$ cat config.mk
export PLATFORM = sky130hd
export DESIGN_NAME = slave_exposure_seq
export DESIGN_NICKNAME = d
export VERILOG_FILES = /design/src/rtl/slvexp_pkg.sv /design/src/rtl/slvexp_datapath.sv /design/src/rtl/slvexp_control.sv /design/src/rtl/slave_exposure_seq.sv
export SDC_FILE = /design/constraint.sdc
export NUM_CORES = 1
export LEC_CHECK = 0
export BUFFER_PORTS_ARGS = -buffer_cell sky130_fd_sc_hd__buf_2
export CAP_MARGIN = 10
export CORE_MARGIN = 2
export CORE_UTILIZATION = 65
export CTS_BUF_LIST = sky130_fd_sc_hd__clkbuf_2
export DETAILED_ROUTE_END_ITERATION = 10
export GPL_TIMING_DRIVEN = 0
export PLACE_DENSITY = 0.94
export SLEW_MARGIN = 20
export SYNTH_ARGS = -nofsm -noshare
export SYNTH_HDL_FRONTEND = slang
export SYNTH_SLANG_ARGS = --single-unit
$ cat constraint.sdc
create_clock -name clk -period 6 [get_ports clk]
set_input_delay 1.5 -clock clk [delete_from_list [all_inputs] [get_ports clk]]
set_output_delay 1.5 -clock clk [all_outputs]
set_load 0.1 [all_outputs]
$ cat src/rtl/slvexp_pkg.sv
package slvexp_pkg;
  localparam int NSEC = 2;

  typedef enum logic [1:0] {
    ST_IDLE   = 2'd0,
    ST_WAIT   = 2'd1,
    ST_EXPOSE = 2'd2
  } expState_t;

  // strobes from control to datapath
  typedef struct packed {
    logic clrFrame;
    logic clrInt;
  } expStrb_t;

  // conditions from datapath to control
  typedef struct packed {
    logic            fall;
    logic            riseOk;
    logic            lastLine;
    logic            intDone;
    logic [NSEC-1:0] secHit;
  } expFlag_t;
endpackage

$ cat src/rtl/slvexp_datapath.sv
module slvexp_datapath
  import slvexp_pkg::*;
#(
  parameter int CNT_W   = 20,
  parameter int LINE_W  = 10,
  parameter int MIN_GAP = 12
) (
  input  logic                       clk,
  input  logic                       rstN,
  input  logic                       lineValid,
  input  logic                       longMode,
  input  logic [CNT_W-1:0]           expLen,
  input  logic [CNT_W-1:0]           resetLen,
  input  logic [CNT_W-1:0]           readLen,
  input  logic [NSEC-1:0][CNT_W-1:0] secLen,
  input  logic [LINE_W-1:0]          winLines,
  input  expStrb_t                   strb,
  output expFlag_t                   flag,
  output logic                       lineInWin
);
  localparam logic [CNT_W-1:0] GAP = CNT_W'(MIN_GAP);
  localparam logic [CNT_W-1:0] CMAX = '1;

  logic              lvQ;
  logic [CNT_W-1:0]  tCnt;
  logic [CNT_W-1:0]  iCnt;
  logic [LINE_W-1:0] lineCnt;
  logic [CNT_W-1:0]  longStart;
  logic [NSEC-1:0]   secHit;
  logic              fall;

  assign fall = lvQ & ~lineValid;

  always_ff @(posedge clk or negedge rstN) begin
    if (!rstN) begin
      lvQ     <= 1'b0;
      tCnt    <= '0;
      iCnt    <= '0;
      lineCnt <= '0;
    end else begin
      lvQ <= lineValid;
      if (strb.clrFrame) begin
        tCnt    <= '0;
        lineCnt <= '0;
      end else begin
        if (tCnt != CMAX) tCnt <= tCnt + 1'b1;
        if (fall && (lineCnt < winLines)) lineCnt <= lineCnt + 1'b1;
      end
      if (strb.clrInt) iCnt <= '0;
      else if (iCnt != CMAX) iCnt <= iCnt + 1'b1;
    end
  end

  // secondary windows: rise point clamped to keep the minimum gap
  for (genvar k = 0; k < NSEC; k++) begin : g_sec
    logic [CNT_W-1:0] secEff, secRaw, secThr;
    always_comb begin
      secEff = (secLen[k] > GAP) ? secLen[k] : GAP;
      secRaw = (expLen > secEff) ? expLen - secEff : '0;
      secThr = (secRaw > GAP) ? secRaw : GAP;
    end
    assign secHit[k] = (secLen[k] != '0) && (secThr < expLen) &&
                       (({1'b0, iCnt} + 1'b1) == {1'b0, secThr});
  end

  always_comb begin
    longStart     = (readLen > expLen) ? readLen - expLen : '0;
    flag.fall     = fall;
    flag.riseOk   = longMode ? (tCnt >= longStart) : (tCnt >= resetLen);
    flag.lastLine = fall && (({1'b0, lineCnt} + 1'b1) >= {1'b0, winLines});
    flag.intDone  = ({1'b0, iCnt} + 1'b1) >= {1'b0, expLen};
    flag.secHit   = secHit;
    lineInWin     = lineCnt < winLines;
  end
endmodule

$ cat src/rtl/slvexp_control.sv
module slvexp_control
  import slvexp_pkg::*;
(
  input  logic          clk,
  input  logic          rstN,
  input  logic          start,
  input  logic          longMode,
  input  expFlag_t      flag,
  output expStrb_t      strb,
  output logic [NSEC:0] expLines,
  output logic          busy,
  output logic          fotDone
);
  expState_t state;
  logic      endNow;

  always_comb begin
    endNow        = longMode ? flag.lastLine : flag.intDone;
    strb.clrFrame = (state == ST_IDLE) && start;
    strb.clrInt   = (state != ST_EXPOSE);
    busy          = (state != ST_IDLE);
  end

  always_ff @(posedge clk or negedge rstN) begin
    if (!rstN) begin
      state    <= ST_IDLE;
      expLines <= '0;
      fotDone  <= 1'b0;
    end else begin
      fotDone <= 1'b0;
      case (state)
        ST_IDLE: if (start) state <= ST_WAIT;
        ST_WAIT: begin
          if (longMode && flag.lastLine) begin
            state   <= ST_IDLE;
            fotDone <= 1'b1;
          end else if (flag.fall && flag.riseOk) begin
            state       <= ST_EXPOSE;
            expLines[0] <= 1'b1;
          end
        end
        ST_EXPOSE: begin
          if (endNow) begin
            expLines <= '0;
            fotDone  <= 1'b1;
            state    <= ST_IDLE;
          end else begin
            for (int k = 0; k < NSEC; k++)
              if (flag.secHit[k]) expLines[k+1] <= 1'b1;
          end
        end
        default: state <= ST_IDLE;
      endcase
    end
  end
endmodule

$ cat src/rtl/slave_exposure_seq.sv
module slave_exposure_seq
  import slvexp_pkg::*;
#(
  parameter int CNT_W   = 20,
  parameter int LINE_W  = 10,
  parameter int MIN_GAP = 12
) (
  input  logic              clk,
  input  logic              rstN,
  input  logic              start,
  input  logic              longMode,
  input  logic [CNT_W-1:0]  expLen,
  input  logic [CNT_W-1:0]  dualLen,
  input  logic [CNT_W-1:0]  tripleLen,
  input  logic [CNT_W-1:0]  resetLen,
  input  logic [CNT_W-1:0]  readLen,
  input  logic [LINE_W-1:0] winLines,
  input  logic              lineValid,
  output logic              expMain,
  output logic              expDual,
  output logic              expTriple,
  output logic              busy,
  output logic              fotDone,
  output logic              keepLine
);
  expStrb_t                   strb;
  expFlag_t                   flag;
  logic                       lineInWin;
  logic [NSEC:0]              expLines;
  logic [NSEC-1:0][CNT_W-1:0] secLen;

  assign secLen = {tripleLen, dualLen};

  slvexp_datapath #(.CNT_W(CNT_W), .LINE_W(LINE_W), .MIN_GAP(MIN_GAP)) dp (
    .clk(clk), .rstN(rstN), .lineValid(lineValid), .longMode(longMode),
    .expLen(expLen), .resetLen(resetLen), .readLen(readLen), .secLen(secLen),
    .winLines(winLines), .strb(strb), .flag(flag), .lineInWin(lineInWin)
  );

  slvexp_control ctl (
    .clk(clk), .rstN(rstN), .start(start), .longMode(longMode), .flag(flag),
    .strb(strb), .expLines(expLines), .busy(busy), .fotDone(fotDone)
  );

  assign expMain   = expLines[0];
  assign expDual   = expLines[1];
  assign expTriple = expLines[2];
  assign keepLine  = lineValid & busy & lineInWin;
endmodule

## Yosys cells after proc, flatten, opt, wreduce, memory -nomap -nowiden

Cells that the tools add are included.

| operators by class | value |
|---|---|
| $add $sub $neg | 8 |
| $mul | 0 |
| divide/modulo/power cells | 0 |
| order comparisons | 14 |
| eq/ne operators | 12 |
| shift operators | 0 |
| multiplexer cells | 30 |
| bitwise operators | 4 |
| reduce and logical (&&, ||, !) cells | 23 |

Operator list:

| cell | count |
|---|---|
| $mux W20 | 11 |
| $gt A20 B4 Y1 const B | 4 |
| $gt A20 B20 Y1 | 3 |
| $sub A20 B20 Y20 | 3 |
| $eq A21 B20 Y1 | 2 |
| $add A20 B1 Y20 const B | 2 |
| $ge A20 B20 Y1 | 2 |
| $lt A20 B20 Y1 | 2 |
| $ne A20 B20 Y1 const B | 2 |
| $reduce_bool A20 Y1 | 2 |
| $add A20 B1 Y21 const B | 1 |
| $ge A21 B20 Y1 | 1 |
| $mux W10 | 2 |
| $reduce_bool A2 Y1 | 7 |
| $add A10 B1 Y11 const B | 1 |
| $ge A11 B10 Y1 | 1 |
| $add A10 B1 Y10 const B | 1 |
| $lt A10 B10 Y1 | 1 |
| $mux W2 | 5 |
| $logic_and A1 B1 Y1 | 9 |
| $mux W1 | 9 |
| $ne A2 B2 Y1 const B | 3 |
| $pmux W2 S3 | 1 |
| $ne A2 B1 Y1 const B | 2 |
| 10 further kinds | 14 |

| word-level totals | value |
|---|---|
| bits in registers | 57 |
| latch bits | 0 |
| bits in writable memories | 0 |
| bits in read-only memories | 0 |
| input port bits | 115 |
| output and inout bits | 6 |
| word-level logic and storage cells | 100 |
| memories | 0 |

## Logic depth before layout (Yosys ltp)

| depth | value |
|---|---|
| depth after elaboration | 11 |
| gate-level depth with buffers | 28 |
| gate-level depth less buffers | 27 |

## Cells and area by module

Synthesis repeated with hierarchy kept, for this count alone.

| second synthesis, totals | value |
|---|---|
| cells, all modules | 1,325 |
| area total of the unflattened synthesis | 10,158.5 µm² |

Modules (own cells, without submodules):

| module | times used | cells each | area each (µm²) | sequential area each (µm²) |
|---|---|---|---|---|
| slvexp_datapath | 1 | 1,284 | 9,759.4 | 1,276.2 |
| slvexp_control | 1 | 40 | 392.9 | 150.1 |
| slave_exposure_seq | 1 | 1 | 6.3 | 0.0 |

## Worst setup path before layout

Ideal clock, no wire load.

| timing path | value |
|---|---|
| path type | input port to flip-flop |
| start | input dualLen[14] |
| end | register ctl.expLines[1] |
| data arrival time | 6,076 ps |
| data required time | 5,924 ps |
| slack | -152 ps |
| cell stages on the path | 26 |
| cell sequence | nor4_1 > nand2_1 > nor2_1 > nand2_1 > and2_1 > ha_1 > fa_1 > nand2b_1 > a211oi_1 > o21ai_0 > a21oi_1 > nor3_1 > or2_2 > nor2_1 > ha_1 > a21oi_1 > nand2_1 > a221o_1 > a21oi_1 > o221ai_1 > a21oi_1 > and4_1 > o2111ai_1 > a2111oi_0 > a41oi_1 > nor2_1 |

| between the ends | value |
|---|---|
| cells in the longest elaborated chain, start to end | 11 |
| elaborated cells between the ends (all ways) | 14 |

Ends and longest elaborated chain:

| element | line | source |
|---|---|---|
| start: declaration | slave_exposure_seq.sv:13 | `input logic [CNT_W-1:0] dualLen,` |
| $gt A20 B4 Y1 | slvexp_datapath.sv:58 | `secEff = (secLen[k] > GAP) ? secLen[k] : GAP;` |
| $mux W20 | slvexp_datapath.sv:58 |  |
| $sub A20 B20 Y20 or $gt A20 B20 Y1 (tied branches) | slvexp_datapath.sv:59 | `secRaw = (expLen > secEff) ? expLen - secEff : '0;` |
| $mux W20 | slvexp_datapath.sv:59 |  |
| $gt A20 B4 Y1 | slvexp_datapath.sv:60 | `secThr = (secRaw > GAP) ? secRaw : GAP;` |
| $mux W20 | slvexp_datapath.sv:60 |  |
| $lt A20 B20 Y1 | slvexp_datapath.sv:62 | `assign secHit[k] = (secLen[k] != '0) && (secThr < expLen) &&` |
| $logic_and A1 B1 Y1 | slvexp_datapath.sv:62 |  |
| $logic_and A1 B1 Y1 * | slvexp_datapath.sv:62 |  |
| $reduce_bool A2 Y1 (no line) * | -- |  |
| $reduce_and A2 Y1 (no line) * | -- |  |
| end signal: assignment | slvexp_control.sv:27 | `expLines <= '0;` |
| end signal: assignment | slvexp_control.sv:44 | `expLines <= '0;` |
| end signal: indexed assignment | slvexp_control.sv:49 | `if (flag.secHit[k]) expLines[k+1] <= 1'b1;` |
| end: declaration | slvexp_control.sv:10 | `output logic [NSEC:0] expLines,` |

Every way passes the cells marked *; elsewhere a longest branch is shown, timed or not.
A chain may end at the register's enable or synchronous reset.

## Worst setup path after layout

| timing path | value |
|---|---|
| start | input dualLen[18] |
| end | register ctl.expLines[1] |

The elaborated chain is that of the path after synthesis.

==> impl_metrics.env <==
export IMPL_status="finished with violations"
export IMPL_violations="setup timing"
export IMPL_peakVddDrop_mv=0.123
export IMPL_clkPwrFrac_pct=12.8
export IMPL_clk_pin_slew_ns=0.20
export IMPL_clock_fmax_mhz=164
export IMPL_io_buffer_count=120
export IMPL_p_int_mw=0.998
export IMPL_post_route_period_util_pct=101
export IMPL_crit_fanout=7
export IMPL_cts_tree="yes"
export IMPL_num_vias=11857
export IMPL_cts_inserted_buffers=9
export IMPL_final_cell_mix="ha_1, inv_1, buf_2"
export IMPL_route_detailed_drc=0
export IMPL_chipHeight_um=133
export IMPL_ys_flop_type="dfrtp_1"
export IMPL_dr_pass1_iters=6
export IMPL_worstSetupPathType="input port to register"
export IMPL_tightest_slew_ns=0.930
export IMPL_endpoint_kind="register"
export IMPL_ios=121
export IMPL_vias_per_cell=6.64
export IMPL_h_tree_depth=3
export IMPL_coreArea_sq_um=16400
export IMPL_cp_start_kind="input port"
export IMPL_hold_path_class="register to register"
export IMPL_grt_pass1_vias=10754
export IMPL_cts_sinks=57
export IMPL_p_comb_share_pct=64.2
export IMPL_synth_cells=1410
export IMPL_track_usage_pct=37.0
export IMPL_pre_cts_slack_ns=-1.07
export IMPL_p_sw_mw=0.950
export IMPL_p_leak_nw=6.14
export IMPL_rsz0062_at_grt="yes"
export IMPL_antenna_found_initial=1
export IMPL_fin_util_pct=75.2
export IMPL_setup_viol=1
export IMPL_period_minus_slack_ns=6.08
export IMPL_gr_total_overflow=0
export IMPL_layout_commonest_cell="ha_1"
export IMPL_area_growth_pct=14.1
export IMPL_switching_share_pct=48.8
export IMPL_power_density_nw_per_um2=158
export IMPL_drt_iter0_markers=1249
export IMPL_setup_tns_final_ns=-0.0828
export IMPL_drt_total_wl_mm=35.2
export IMPL_synthArstFlopShare_pct=100
export IMPL_finalHoldViolCount=0
export IMPL_grt_pass1_wl_mm=52.7
export IMPL_start_util_pct=65.9
export IMPL_ant_nets=0
export IMPL_clock_latency_ns=0.53
export IMPL_cap_violations=0
export IMPL_slew_headroom_pct=37.6
export IMPL_synth_distinct_cells=89
export IMPL_cts_buffer_depth=2
export IMPL_gp_congestion=1.05
export IMPL_yosysSeqAreaShare_pct=13.2
export IMPL_drive_above_1_share_pct=16.4
export IMPL_ys_ff_latch=57
export IMPL_holdWs_ns=0.571
export IMPL_fin_ws_ns=-0.0828
export IMPL_syn_cell_area_sq_um=10800
export IMPL_avgSynthCellArea_sq_um=7.67
export IMPL_worst_ep_arrival_time_ns=6.58
export IMPL_row_count=47
export IMPL_die_w_um=133
export IMPL_die_area_sq_um=17700
export IMPL_synth_warning_count=0
export IMPL_post_drt_wl_per_cell_um=19.7
export IMPL_cts_root_buf="clkbuf_2"
export IMPL_synth_edf_count=0
export IMPL_grt_max_degree=58
export IMPL_syn_nets=1712
export IMPL_seq_power_share_pct=23.0
export IMPL_drv_slew=0
export IMPL_worstPathRequired_ns=6.49
export IMPL_nets=1864
export IMPL_dp_hpwl_mm=27.4
export IMPL_fin_skew_ns=0.0297
cell type report:
cell class                 instances  area [sq um]
multi-input combinational       1196          9100
fill                            1169          4070
buffer                            28           145
tap                              220           275
timing repair buffer             142           797
sequential                        57          1430
antenna                            1          2.50
clock inverter                     6          60.1
clock buffer                       9          45.0
inverter                         128           484
power groups by stage:
stage / registers, mW / clock network, mW / logic [mW]
after floorplan: 0.448 / 0 / 0.840
final: 0.448 / 0.249 / 1.25
after CTS: 0.446 / 0.247 / 1.15
after global routing: 0.452 / 0.266 / 1.36
after detailed placement: 0.452 / 0 / 1.13
after global placement: 0.451 / 0 / 1.08
cells by family (layout without fill, tap and decap cells):
logic type                 count (synthesis)  in the layout  synth area share, %
and+or+nand+nor                          482            482                 23.0
AOI/OAI and AO/OA                        416            416                 27.0
adders and majority gates                187            187                 21.9
buffers and inverters                    157            313                 5.57
xor gates and xnor gates                  98             98                 8.08
DFF                                       57             57                 13.2
muxes                                     13             13                 1.22
other                                      0              1                    0
what timing repair did:
action	4_1_cts	5_1_grt
resized for setup	12	79
endpoints found under the setup margin	4	4
hold buffers	0	0
gates cloned	0	0
buffers inserted	4	18
pin swaps	5	31
final timing paths:
check | startpoint | endpoint | slack [ns] | cells after the start
worst max-delay path | dualLen[18] | ctl.expLines[1]$_DFFE_PN0P_ | -0.08 | 27
min in group asynchronous | rstN | dp.lineCnt[0]$_DFFE_PN0P_ | 0.99 | 1
max in group asynchronous | rstN | dp.tCnt[3]$_DFFE_PN0P_ | 4.50 | 1
worst max register to register | dp.iCnt[0]$_DFFE_PN0P_ | ctl.fotDone$_DFF_PN0_ | 1.65 | 16
worst min-delay path | ctl.expLines[0]$_DFFE_PN0P_ | ctl.expLines[0]$_DFFE_PN0P_ | 0.57 | 2
worst min register to register | ctl.expLines[0]$_DFFE_PN0P_ | ctl.expLines[0]$_DFFE_PN0P_ | 0.57 | 2
layer usage:
metal	vias to the layer above	global-route usage, %	share of wire, %
li1	5522	-	-
met1	5417	45.5	39
met2	722	63.4	46
met3	196	4.41	8.9
met4	0	20.1	6.8
met5	-	0	0
state kept, by name, summed over array words and instances (netlist names):
name	count
dp.tCnt	20
dp.iCnt	20
dp.lvQ	1
ctl.expLines	3
dp.lineCnt	10
ctl.state	2
ctl.fotDone	1
cells in the mapped netlist (5+ instances only):
cell	number	area (sq um)
nor4_1	20	125
and3_1	18	113
and2_1	16	100
nor3_1	23	115
mux2i_1	12	120
or3_1	19	119
xor2_1	42	368
ha_1	184	2300
o211ai_1	17	128
a211o_1	6	52.6
nand2b_1	11	68.8
nand2_1	123	462
nor4b_1	5	43.8
xnor2_1	54	473
or2_2	6	37.5
a31oi_1	16	100
o21a_1	34	255
a21boi_0	16	120
inv_1	128	480
nor2b_1	25	156
o221ai_1	6	52.6
nand3_1	34	170
a2111oi_0	5	43.8
a211oi_1	19	143
buf_2	10	50.1
o22ai_1	6	37.5
clkbuf_1	17	63.8
dfrtp_1	57	1430
nor2_1	112	420
a21o_1	49	368
nand4_1	41	257
a21oi_1	101	505
o2111ai_1	10	87.6
and4_1	5	43.8
o21ai_0	56	280
o21bai_1	8	60.1
worst max-delay path, cell delays in order:
cell       delay (ns)
buf_8            0.10
nor4_4           0.29
nand2_2          0.12
nor2_4           0.17
nand2_2          0.09
buf_4            0.14
nand2_2          0.06
ha_1             0.24
nor2b_4          0.14
o31a_1           0.39
o211ai_1         0.36
a21oi_2          0.13
o21ai_0          0.38
nand2_4          0.11
nor2_2           0.12
ha_1             0.26
nand3_2          0.07
nand2_1          0.06
a221o_1          0.37
a21oi_2          0.20
o221ai_2         0.12
a21oi_1          0.13
and4_1           0.22
o2111ai_2        0.13
a2111oi_2        0.34
a41oi_1          0.20
nor2_1           0.14
through the flow:
stage	power, mW	area [sq um]	std cells
2_1_floorplan	1.29	10800	1410
5_1_grt	2.08	12300	1787
4_1_cts	1.84	11900	1769
3_3_place_gp	1.54	11700	1750
6_report	1.95	12300	1787
3_5_place_dp	1.58	11700	1750
Note: power is estimated with default switching activity, not from simulation.
